File: src/rtl/sdram_chk_pkg.sv
package sdram_chk_pkg;

    typedef enum logic [3:0] {
        CMD_NOP  = 4'd0,
        CMD_MRS  = 4'd1,
        CMD_REF  = 4'd2,
        CMD_SREF = 4'd3,
        CMD_ACT  = 4'd4,
        CMD_RD   = 4'd5,
        CMD_RDA  = 4'd6,
        CMD_WR   = 4'd7,
        CMD_WRA  = 4'd8,
        CMD_BST  = 4'd9,
        CMD_PRE  = 4'd10,
        CMD_PALL = 4'd11,
        CMD_PDN  = 4'd12,
        CMD_EXIT = 4'd13
    } cmd_e;

    typedef enum logic [1:0] {
        BK_IDLE    = 2'd0,
        BK_ACTIVE  = 2'd1,
        BK_RECOVER = 2'd2
    } bank_st_e;

    typedef enum logic [2:0] {
        PM_NORMAL   = 3'd0,
        PM_MRS_WAIT = 3'd1,
        PM_SELF_REF = 3'd2,
        PM_PRE_PD   = 3'd3,
        PM_ACT_PD   = 3'd4
    } pmode_e;

endpackage

File: src/rtl/sdram_chk_ctrl.sv
module sdram_chk_ctrl
    import sdram_chk_pkg::*;
#(
    parameter int MRS_GAP = 2,
    parameter int MAX_BL  = 8
) (
    input  logic       clk,
    input  logic       rst_n,
    input  cmd_e       cmd,
    input  logic       ba,
    input  logic [2:0] mode_bits,
    input  bank_st_e   st_a,
    input  bank_st_e   st_b,
    output logic       ill,
    output logic [1:0] act_req,
    output logic [1:0] pre_req,
    output logic [1:0] rec_req,
    output pmode_e     pmode
);

    localparam int GW = $clog2(MRS_GAP + 1);
    localparam int BW = $clog2(MAX_BL + 1);

    pmode_e          pm_q, pm_d;
    logic [GW-1:0]   gap_q, gap_d;
    logic [BW-1:0]   left_q, left_d;
    logic [BW-1:0]   blen_q, blen_d;
    logic            ap_q, ap_d;
    logic            bb_q, bb_d;

    bank_st_e        tgt_st;
    logic            both_idle, run, ap_run;

    assign tgt_st    = ba ? st_b : st_a;
    assign both_idle = (st_a == BK_IDLE) && (st_b == BK_IDLE);
    assign run       = (left_q != '0);
    assign ap_run    = run && ap_q;

    always_comb begin
        ill     = 1'b0;
        act_req = '0;
        pre_req = '0;
        rec_req = '0;
        pm_d    = pm_q;
        gap_d   = gap_q;
        left_d  = left_q;
        blen_d  = blen_q;
        ap_d    = ap_q;
        bb_d    = bb_q;

        if ((pm_q == PM_NORMAL || pm_q == PM_MRS_WAIT) && run) begin
            left_d = left_q - BW'(1);
            if (left_q == BW'(1) && ap_q) rec_req[bb_q] = 1'b1;
        end

        unique case (pm_q)
            PM_MRS_WAIT: begin
                ill = (cmd != CMD_NOP);
                if (gap_q <= GW'(1)) pm_d = PM_NORMAL;
                else                 gap_d = gap_q - GW'(1);
            end
            PM_SELF_REF, PM_PRE_PD, PM_ACT_PD: begin
                if (cmd == CMD_EXIT) pm_d = PM_NORMAL;
            end
            PM_NORMAL: begin
                unique case (cmd)
                    CMD_MRS: begin
                        if (!both_idle || run || mode_bits[2]) begin
                            ill = 1'b1;
                        end else begin
                            pm_d   = PM_MRS_WAIT;
                            gap_d  = GW'(MRS_GAP);
                            blen_d = BW'(1) << mode_bits[1:0];
                        end
                    end
                    CMD_REF: ill = !both_idle || run;
                    CMD_SREF: begin
                        if (!both_idle || run) ill = 1'b1;
                        else                   pm_d = PM_SELF_REF;
                    end
                    CMD_PDN: pm_d = both_idle ? PM_PRE_PD : PM_ACT_PD;
                    CMD_ACT: begin
                        if (tgt_st != BK_IDLE) ill = 1'b1;
                        else                   act_req[ba] = 1'b1;
                    end
                    CMD_RD, CMD_RDA, CMD_WR, CMD_WRA: begin
                        if (tgt_st != BK_ACTIVE || ap_run) begin
                            ill = 1'b1;
                        end else begin
                            ap_d = (cmd == CMD_RDA) || (cmd == CMD_WRA);
                            bb_d = ba;
                            if (blen_q == BW'(1)) begin
                                left_d = '0;
                                if (ap_d) rec_req[ba] = 1'b1;
                            end else begin
                                left_d = blen_q - BW'(1);
                            end
                        end
                    end
                    CMD_BST: begin
                        left_d = '0;
                        if (ap_run) rec_req[bb_q] = 1'b1;
                    end
                    CMD_PRE: begin
                        if (ap_run && bb_q == ba) begin
                            ill = 1'b1;
                        end else begin
                            if (tgt_st == BK_ACTIVE) pre_req[ba] = 1'b1;
                            if (run && bb_q == ba)   left_d = '0;
                        end
                    end
                    CMD_PALL: begin
                        if (ap_run) begin
                            ill = 1'b1;
                        end else begin
                            pre_req[0] = (st_a == BK_ACTIVE);
                            pre_req[1] = (st_b == BK_ACTIVE);
                            left_d     = '0;
                        end
                    end
                    default: ;
                endcase
            end
            default: pm_d = PM_NORMAL;
        endcase
    end

    always_ff @(posedge clk or negedge rst_n) begin
        if (!rst_n) begin
            pm_q   <= PM_NORMAL;
            gap_q  <= '0;
            left_q <= '0;
            blen_q <= BW'(1);
            ap_q   <= 1'b0;
            bb_q   <= 1'b0;
        end else begin
            pm_q   <= pm_d;
            gap_q  <= gap_d;
            left_q <= left_d;
            blen_q <= blen_d;
            ap_q   <= ap_d;
            bb_q   <= bb_d;
        end
    end

    assign pmode = pm_q;

endmodule

File: config.mk
export PLATFORM = sky130hd
export DESIGN_NAME = sdram_chk_ctrl
export DESIGN_NICKNAME = d
export VERILOG_FILES = /design/src/rtl/sdram_chk_pkg.sv /design/src/rtl/sdram_chk_ctrl.sv
export SDC_FILE = /design/constraint.sdc
export NUM_CORES = 1
export LEC_CHECK = 0
export CORE_UTILIZATION = 50
export DETAILED_ROUTE_END_ITERATION = 10
export PLACE_DENSITY_LB_ADDON = 0.25
export RECOVER_POWER = 100
export SYNTH_ARGS = -nofsm -noshare
export SYNTH_HDL_FRONTEND = slang
export SYNTH_SLANG_ARGS = --single-unit
File: constraint.sdc
create_clock -name clk -period 2.96 [get_ports clk]
set_input_delay 0.592 -clock clk [delete_from_list [all_inputs] [get_ports clk]]
set_output_delay 0.592 -clock clk [all_outputs]
set_load 0.05 [all_outputs]
======== After elaboration in Yosys (flattened, before gate mapping) ========
Index checks and enable logic that the tools add are counted.
word-level totals
  memories kept ........................... 0
  bits in latches ......................... 0
  bits in read-only memories .............. 0
  flip-flop bits (word level) ............. 15
  logic and storage cells ................. 126
  bits in writable memories ............... 0
cells by class
  bitwise logic cells ..................... 4
  reduce and logical (&&, ||, !) cells .... 27
  multiply operators ...................... 0
  divide/modulo/power cells ............... 0
  shifts and indexed selects .............. 1
  add/subtract/negate cells ............... 3
  order comparisons ....................... 5
  equal/unequal tests ..................... 32
  muxes and demuxes ....................... 48
operators with widths
  operator               count
  $mux W2                18
  $mux W4                7
  $eq A4 B4 Y1 const B   6
  $pmux W3 S3            2
  $eq A4 B3 Y1 const B   4
  $pmux W4 S4            1
  $mux W3                5
  $eq A4 B1 Y1 const B   3
  $pmux W2 S2            3
  $eq A4 B2 Y1 const B   2
  $logic_and A1 B1 Y1    8
  $mux W1                8
  $reduce_bool A4 Y1     2
  $sub A4 B1 Y4 const B  2
  $pmux W1 S7            1
  $eq A2 B1 Y1 const B   3
  $eq A3 B2 Y1 const B   2
  $ne A2 B1 Y1 const B   3
  $ne A2 B2 Y1 const B   3
  $ne A3 B3 Y1 const B   2
  $reduce_and A3 Y1      2
  $logic_or A1 B1 Y1     5
  $reduce_and A5 Y1      1
  $logic_not A2 Y1       2
  19 further kinds       25

======== Longest topological paths before layout ========
Gate-level depths: netlist (run 1).
  depth in word-level cells ............... 12
  mapped depth ............................ 7
  mapped depth without buffers ............ 7

======== Worst setup path before layout (run 1) ========
OpenSTA, ideal clock, no wires.
  kind .................................... reg2out
  start point ............................. register pm_q[2], in the netlist pmode[2]
  end point ............................... output pre_req[0]
  path slack .............................. -1.437 ns
  arrival ................................. 3.805 ns
  stages on the path, launching flop included .. 5
  buffers on the path ..................... 0
  path through ............................ dfrtp_1 > or2_2 > nor2_1 > nand3_1 > a2111oi_0
on the way
  word-level cells in the longest chain between the ends .. 2
ends and longest elaborated chain
  item                    RTL line               source
  from (decl)             sdram_chk_ctrl.sv:24   pmode_e pm_q, pm_d;
  from (signal assigned)  sdram_chk_ctrl.sv:137  pm_q <= pm_d;
  $logic_not A3 Y1        sdram_chk_ctrl.sv:56   unique case (pm_q)
  $mux W2                 sdram_chk_ctrl.sv:56
  to (decl)               sdram_chk_ctrl.sv:16   output logic [1:0] pre_req,
Every way passes these cells.

======== Worst setup path after layout (run 1) ========
  start point ............................. input cmd[1]
  end point ............................... output rec_req[0]
on the way
  word-level cells in the longest chain between the ends .. 7
  elaborated cells between the ends (all ways) .. 12
ends and longest elaborated chain
  item                                          RTL line                                    source
  from (decl)                                   sdram_chk_ctrl.sv:9                         input cmd_e cmd,
  $eq A4 B3 Y1 or $eq A4 B4 Y1 (tied branches)  sdram_chk_ctrl.sv:66, sdram_chk_ctrl.sv:90
  $logic_or A1 B1 Y1                            sdram_chk_ctrl.sv:90                        ap_d = (cmd == CMD_RDA) || (cmd == CMD_WRA);
  $mux W2                                       sdram_chk_ctrl.sv:94                        if (ap_d) rec_req[ba] = 1'b1;
  $mux W2                                       sdram_chk_ctrl.sv:92                        if (blen_q == BW'(1)) begin
  $mux W2                                       sdram_chk_ctrl.sv:87                        if (tgt_st != BK_ACTIVE || ap_run) begin
  $pmux W2 S2 *                                 sdram_chk_ctrl.sv:66                        unique case (cmd)
  $mux W2 *                                     sdram_chk_ctrl.sv:56
  to (decl)                                     sdram_chk_ctrl.sv:17                        output logic [1:0] rec_req,
Mark *: on every way between the ends. The rest lies on a longest branch, timed or not.

==> results of run 1 <==
## logic make-up after synthesis
kind of cell	Yosys count	synth area share, %
buffers and inverters	15	6.58
XOR/XNOR	4	2.71
AO/OA/AOI/OAI	41	22.2
flip-flops	15	29.1
adder cells (fa/ha/maj)	5	4.84
multiplexers	2	1.55
AND/OR/NAND/NOR	74	33.0
## worst max-delay path: stages
cell and delay, ps:
sky130_fd_sc_hd__clkdlybuf4s50_1 410, sky130_fd_sc_hd__or2_1 280, sky130_fd_sc_hd__mux2i_2 180, sky130_fd_sc_hd__buf_4 150, sky130_fd_sc_hd__nor3b_4 210, sky130_fd_sc_hd__nand3_2 160
sky130_fd_sc_hd__o22ai_4 220, sky130_fd_sc_hd__buf_12 160
## cells in the mapped netlist, drive strengths merged, types with 3 or more instances
library cell and instances:
nor4 3, o21ai 7, nor2 14, nand3 4, o22ai 6, nand2 20
inv 10, nor3 11, xnor2 4, or3b 3, nand2b 4, nor3b 3
buf 5, ha 5, dfrtp 14, a21oi 11
## worst max-delay path by stage
| stage | startpoint | endpoint | slack (ps) | depth (start not counted) |
|---|---|---|---|---|
| 2_1_floorplan | pmode[2] | pre_req[0] | -130 | 4 |
| 3_3_place_gp | st_a[0] | ill | -20 | 7 |
| 3_5_place_dp | st_a[0] | rec_req[0] | -70 | 7 |
| 4_1_cts | st_a[1] | rec_req[0] | 10 | 7 |
| 5_1_grt | cmd[1] | rec_req[0] | -80 | 8 |
| 6_report | cmd[1] | rec_req[0] | -5 | 8 |
## repair_timing
action,4_1_cts,5_1_grt
gates cloned,0,0
pin swaps,4,4
setup endpoints to repair,3,5
buffers inserted,3,3
endpoints found under the hold margin,0,0
resized for setup,10,5
## sequential cells by signal, summed over array words and instances, names as in the netlist
name    count
blen_q      4
pmode       3
gap_q       2
ap_q        1
bb_q        1
left_q      4
## cell type report
type	instances	area (µm²)	area share (%)
clock buffer	3	22.5	1.22
clock inverter	1	5.00	0.270
inverter	10	37.5	2.03
multi-input combinational	126	911	49.2
sequential	15	377	20.4
tap	30	37.5	2.03
timing repair buffer	45	460	24.9
## power by group through the flow
stage               registers (mW)  logic, mW  clock network [mW]
detailed placement           0.355      0.716                   0
finish                       0.356      0.841               0.122
global route                 0.369      0.905               0.136
global placement             0.349      0.699                   0
CTS                          0.349      0.777               0.124
floorplan                    0.385      0.485                   0
## routing by layer
layer	vias up	wire length, µm
met5	-	0
met4	0	76
met3	9	178
met2	65	1880
met1	647	1500
li1	659	-
==> results, run 1 <==
- Dividing the detail-routed via count by the number of cells gives 6.00.
- The pre-antenna-repair detailed-routing pass consisted of 4 iterations.
- The die covers approximately 2800 µm².
- After detailed routing, the average wire length per cell comes to between 15 and 20 µm.
- The met1 track utilization from global routing is 35.2%.
- Buffers inserted during clock tree synthesis total 3.
- The worst-case hold path end point is blen_q[0].
- The path class of the tightest hold or removal check is reg2reg.
- The maximum vdd ir drop is 560 µV.
- Once layout is done, the placed cells without fillers occupy around 1900 µm².
- Once the floorplan was initialized, standard cells occupied between 50 and 60% of the core.
- In the final timing run, aggregate negative setup slack is -4.98 ps.
- After clock tree synthesis, the flow added hold-fix buffers numbering 0.
- The first global-routing pass estimated roughly 5600 µm of wire.
- The required time of the critical path is roughly 2400 ps.
- Setup repair after global routing could not meet its margin everywhere.
- The arrival time reported for the critical path endpoint is ~2400 ps.
- The clock net sink count is 15.
- The detailed-placement wirelength estimate is between 2000 and 3000 µm.
- Yosys attributes the largest share of cell area to sky130_fd_sc_hd__dfrtp_1 27%, sky130_fd_sc_hd__nand2_1 5.8%, sky130_fd_sc_hd__ha_1 4.8%.
- The type of the worst setup path is in2out.
- The synthesized area is 1290 µm².
- For this design the static power due to leakage is ~0.77 nW.
- The sequential cell area fraction in the yosys report is between 20 and 30%.
- The fraction of the cycle the final worst path needs is 100%.
- The routed design could run at a clock period as short as roughly 3000 ps.
- The highest clock rate is 337 MHz.
- The number of pins with negative max-slew slack in the final report is 0.
- Synthesis produced a netlist whose cell count is around 160.
- On the final layout, the worst hold slack is around 520 ps.
- The peak-usage layer in the global routing report is met2.
- The synthesized design contains 0 enable-type register cells.
- In the routed design, unresolved DRC markers number 0.
- For this block, the routed nets add up to approximately 3600 µm of wire.
- The floorplan step defined a core boundary enclosing 2450 µm².
- The worst path setup slack after routing is -4.98 ps.
- The final hold violation count came to 0.
- TritonCTS built the clock tree.
- The post-detailed-route count of antenna-violating nets is 0.
- Clock latency on the worst-skew pair, taken at its later pin, is approximately 300 ps.
- The clock network is responsible for a little under a tenth of the overall power.
- The final reports fail on negative setup slack.
- The logic gate share of total power is between 60% and 70%.
- The register-to-register path setup slack is approximately 700 ps.
- The number of storage elements in the synthesis netlist is 15.
- The overall overflow remaining after global route is 0.
- The count of input and output buffers is 23.
- The total of max-cap violations is 0.
- Including well taps, the total number of placed cells is 220.
- The global-route total usage across every layer is 27.4%.
- The share of the synthesized area in the top cell type is between 20% and 30%.
- The cell-internal power is 0.694 mW.
- Leaving out fill and tap cells, the most frequent cells in the layout are 21 x sky130_fd_sc_hd__buf_4, 20 x sky130_fd_sc_hd__nand2_1, 14 x sky130_fd_sc_hd__nor2_1, 14 x sky130_fd_sc_hd__dfrtp_1, 12 x sky130_fd_sc_hd__clkdlybuf4s50_1.
- The share of total power in sequential cells is 27.0%.
- The element type at the critical path end is a primary output.
- The number of antenna violations at the first check in global routing came to 0.
- The clock-pin slew on the worst setup and hold paths is ~90 ps.
- The routed layout has roughly 1400 vias.
- The unique cell type count in the Yosys netlist is 53.
- The biggest area contributor in the post-synthesis netlist is sky130_fd_sc_hd__dfrtp_1.
- The maximum buffer depth of the clock tree is 2.
- The worst-case headroom to the max-slew limit is 53.2%.
- The number of nets in the synthesized netlist is about 180.
- The share of the core filled with cells is around 75%.
- Cells with a size suffix above 1 make up about 30% of the layout.
- A synthesized cell averages slightly above 8 µm².
- For this design the ratio of total power to cell area is roughly 710 nW/µm².
- Net switching is a little under half of the power.
- The pre-CTS worst setup slack is -74.7 ps.
- The floorplan has 18 rows.
- Among all flip-flop cells after synthesis, the most frequent one is sky130_fd_sc_hd__dfrtp_1.
- The total power is between 1 and 1.5 mW.
- The starting DRC count in detailed routing is 63.
- The library cell used most frequently in the layout, excluding fill and tap cells, is sky130_fd_sc_hd__buf_4.
- The count of endpoints failing setup in the final report is 1.
- The non-filler instance count after layout is 230.
- The relative area change from synthesis to final layout is 43.2%.
- The placed instance area is 1730 µm².
- The total number of H-tree levels is 1.
- At the pin with the least slew margin, the transition time is ~700 ps.
- For this run, the post-layout net count is 220.
- The number of fill cells in the layout is approximately 170.
- The worst hold path passes through 2 cells.
- The repair_antennas step left the layout with diodes totalling 0.
- Entering global routing, the biggest net connects 16 pins.
- The number of warnings issued by yosys is 0.
- Counting flops with an async set or reset pin after synthesis yields a share of between 90% and 100%.
- The global routing met2 resource utilization is around 47%.
- The start of the worst register-to-register path is left_q[0].
- The sort of element at the start of the critical path is an input pin.
- In this run the power spent charging and discharging nets is around 0.63 mW.
- The number of global-route vias before repair is about 1300.
- Measured along the y axis, the die boundary spans approximately 53 µm.
- The peak fanout along the critical path is 2.
- Clock skew on the completed layout was measured at approximately 6.0 ps.
- The run finished, with violations left.
- The root buffer cell is sky130_fd_sc_hd__clkbuf_4.
- The number of top-level pins is 24.
- The die is around 53 µm wide.
- The worst register-to-register path ends at left_q[1].
- The worst hold path begins at blen_q[0].
- In the global route stage, met3 resource usage came out at 1.74%.
- Counting cells, the worst reg-to-reg path comes to 8.
- At the end of routability-driven placement, the weighted congestion stood at approximately 0.86.
Power figures use the tool's default switching activity.
==> run 2: changes to the inputs <==
- GPL_TIMING_DRIVEN: default -> 0
- MAX_ROUTING_LAYER: default -> met4
==> results, run 2 (synthesis results as in run 1) <==
- The number of fill cells in the layout is 196 (+18%).
- The checks that failed: negative setup slack.
- The worst path setup slack after routing is -3.32 ps (+1.66 ps).
- The most common cell after layout, fill and taps aside is sky130_fd_sc_hd__nand2_1.
- The switching power total is 0.609 mW (-2.5%).
- The total iterations of the first detailed-routing run is 4 (unchanged).
- The final hold violation count is 0 (unchanged).
- The count of vias placed by the detailed router came to 1322 (-4.2%).
- The setup path with the least slack is of type reg2out.
- The met2 wire length came to 1710 µm (-9.1%).
- The highest clock rate is 337 MHz (about the same).
- The global-route wire length before repair is 5490 µm (-1.7%).
- The maximum buffer depth of the clock tree is 2 (unchanged).
- The maximum vdd ir drop was 589 µV (+5.2%).
- The area of the core was 2450 µm² (unchanged).
- The critical path startpoint is left_q[0].
- The final worst clock skew came to 2.52 ps (-3.49 ps).
- The non-filler instance count after layout is 222 (-3.5%).
- The worst hold slack is 517 ps (-4.53 ps).
- The total of max-cap violations is 0 (unchanged).
- The worst setup path is launched from a register.
- The clock net sink count is 15 (unchanged).
- The number of buffers inserted during clock tree synthesis is 3 (unchanged).
- The number of buffers inserted by hold repair at cts is 0 (unchanged).
- The count of input and output buffers is 22 (-4.3%).
- The number of top-level pins is 24 (unchanged).
- Leaving out fill and tap cells, the most frequent cells in the layout are 20 x sky130_fd_sc_hd__nand2_1, 14 x sky130_fd_sc_hd__dfrtp_1, 12 x sky130_fd_sc_hd__nor2_1, 12 x sky130_fd_sc_hd__buf_4, 11 x sky130_fd_sc_hd__a21oi_1.
- The number of antenna violations at the first check in global routing came to 0 (unchanged).
- The clock-pin slew on the worst setup and hold paths is 90 ps (about the same).
- The post-layout minimum cycle time is 2960 ps (-1.66 ps).
- The fraction of layout instances using a drive strength above 1 is 27.1% (-2.4 points).
- The cell-internal power is 0.699 mW (+0.72%).
- The TritonCTS clock tree is done.
- The total number of H-tree levels is 1 (unchanged).
- The post-detailed-route count of antenna-violating nets is 0 (unchanged).
- In this run the critical register-to-register path is launched from left_q[0].
- The global-route total usage across every layer is 27.6% (+0.18 points).
- The detailed-routed wire length on met3 is 147 µm (-17%).
- The logic gate share of total power is 65.0% (+1.2 points).
- The final wirelength is 3350 µm (-7.8%).
- The min-delay analysis places its worst path in the category reg2reg.
- The average wire per cell in the routed design was 15.1 µm (-4.4%).
- The count of endpoints failing setup in the final report is 1 (unchanged).
- The worst-case headroom to the max-slew limit came to 51.7% (-1.4 points).
- The peak fanout along the critical path is 4 (+2).
- The hold path startpoint is gap_q[0].
- The fraction of the cycle the final worst path needs is 100% (about the same).
- The element type at the critical path end is a primary output.
- The number of instances in the placed design was 208 (-5.5%).
- The share of total power in sequential cells is 26.0% (-1.0 points).
- The number of pins with negative max-slew slack in the final report is 0 (unchanged).
- The overall overflow remaining after global route came to 0 (unchanged).
- The clock power share is 9.0% (-0.2 points).
- The number of diodes added for antenna fixing is 0 (unchanged).
- The static leakage power is 0.724 nW (-6.5%).
- The arrival time reported for the critical path endpoint was 2370 ps (about the same).
- The detailed-route DRC error count came to 0 (unchanged).
- CTS placed an instance of sky130_fd_sc_hd__clkbuf_4 at the clock tree root.
- The net total in the final layout came to 212 (-3.6%).
- The die area came to 2790 µm² (unchanged).
- The flow ran to the end, but the final reports show violations.
- The total power came to 1.31 mW (-0.82%).
- The switching power share of the total is 46.6% (-0.82 points).
- Setup repair after global routing could not meet its margin everywhere.
- The width of the chip is 52.8 µm (unchanged).
- The areal power density over the cells is 760 nW/µm² (+6.6%).
- The chip height was 52.8 µm (unchanged).
- The initial cell density of the core came to 52.7% (unchanged).
- The starting DRC count in detailed routing was 42 (-33%).
- The standard-cell row count was 18 (unchanged).
- The pin count of the biggest net entering global routing came to 16 (unchanged).
- The number of global-route vias before repair is 1246 (-3.6%).
- Routed signal wires occupy layers up through met4.
- The routed length on met1 was 1460 µm (-2.6%).
- The transition time at the pin with the least slew margin was 721 ps (+21.1 ps).
- The required time of the critical path is 2370 ps (about the same).
- The detailed-placement wirelength estimate is 2460 µm (-6.5%).
- The vias per cell is 5.95 (-0.75%).
- From synthesis to final layout, the design area changed by 33.2%.
- The source-to-sink clock delay at the later pin of the worst-skew pair is 280 ps (-20 ps).
- The share of the core filled with cells is 70.1% (-5.2 points).
- The final weighted congestion in routability-driven placement is 0.862 (about the same).
## run 2: cell count changes in the layout (fill, tap and decap cells not counted), sizes merged
cell	previous run	this run
clkdlybuf4s50	12	8
dlymetal6s2s	1	0
clkbuf	3	4
buf	29	19
clkinv	1	0
dlygate4sd2	2	8
clkdlybuf4s15	0	1
## run 2: path summary, 6_finish.rpt
path	endpoint	slack, ps	cells past startpoint
worst max-delay path	rec_req[1]	-3	8
min in group asynchronous	bb_q	800	1
worst min register to register	gap_q[0]	520	1
worst min-delay path	gap_q[0]	520	1
worst max register to register	left_q[2]	740	8
max in group asynchronous	blen_q[2]	1700	1
## run 2: worst max-delay path, stage by stage (launching register included)
cell and delay [ps]:
sky130_fd_sc_hd__dfrtp_1 400, sky130_fd_sc_hd__inv_2 90, sky130_fd_sc_hd__ha_4 140, sky130_fd_sc_hd__or3b_4 420
sky130_fd_sc_hd__a22oi_4 240, sky130_fd_sc_hd__nor3b_4 250, sky130_fd_sc_hd__nand3_2 140, sky130_fd_sc_hd__o22ai_2 220
sky130_fd_sc_hd__buf_6 180
## run 2: per-stage QoR
stage | cell area, µm² | worst slack, ps | TNS (ps)
3_3_place_gp | 1590 | -804 | -3230
4_1_cts | 1670 | 16.7 | 0
5_1_grt | 1720 | -67.7 | -91.1
2_1_floorplan | 1330 | -131 | -262
6_report | 1720 | -3.32 | -3.32
3_5_place_dp | 1590 | -868 | -3570
## run 2: timing repair
item | CTS | global route
resized for setup | 46 | 4
setup buffers | 4 | 7
setup endpoints to repair | 7 | 4
pin swaps | 4 | 5
## run 2: layout make-up
type | count | area, µm² | share of cell area (%)
multi-input combinational | 126 | 912 | 53.0
sequential | 15 | 377 | 21.9
timing repair buffer | 33 | 289 | 16.8
buffer | 4 | 42.5 | 2.47
inverter | 10 | 37.5 | 2.18
tap | 30 | 37.5 | 2.18
clock buffer | 4 | 26.3 | 1.53
## run 2: layer usage
metal | vias to the layer above | track usage [%]
met3 | 4 | 2.03
met4 | 0 | 10.1
met1 | 641 | 34.6
met5 | - | -
met2 | 39 | 46.2
li1 | 638 | -
## run 2: power groups by stage
stage               clock (mW)  combinational (mW)  sequential (mW)
floorplan                    0               0.485            0.385
global route             0.127               0.931            0.351
global placement             0               0.700            0.337
CTS                      0.120               0.770            0.336
detailed placement           0               0.722            0.342
finish                   0.118               0.851            0.340
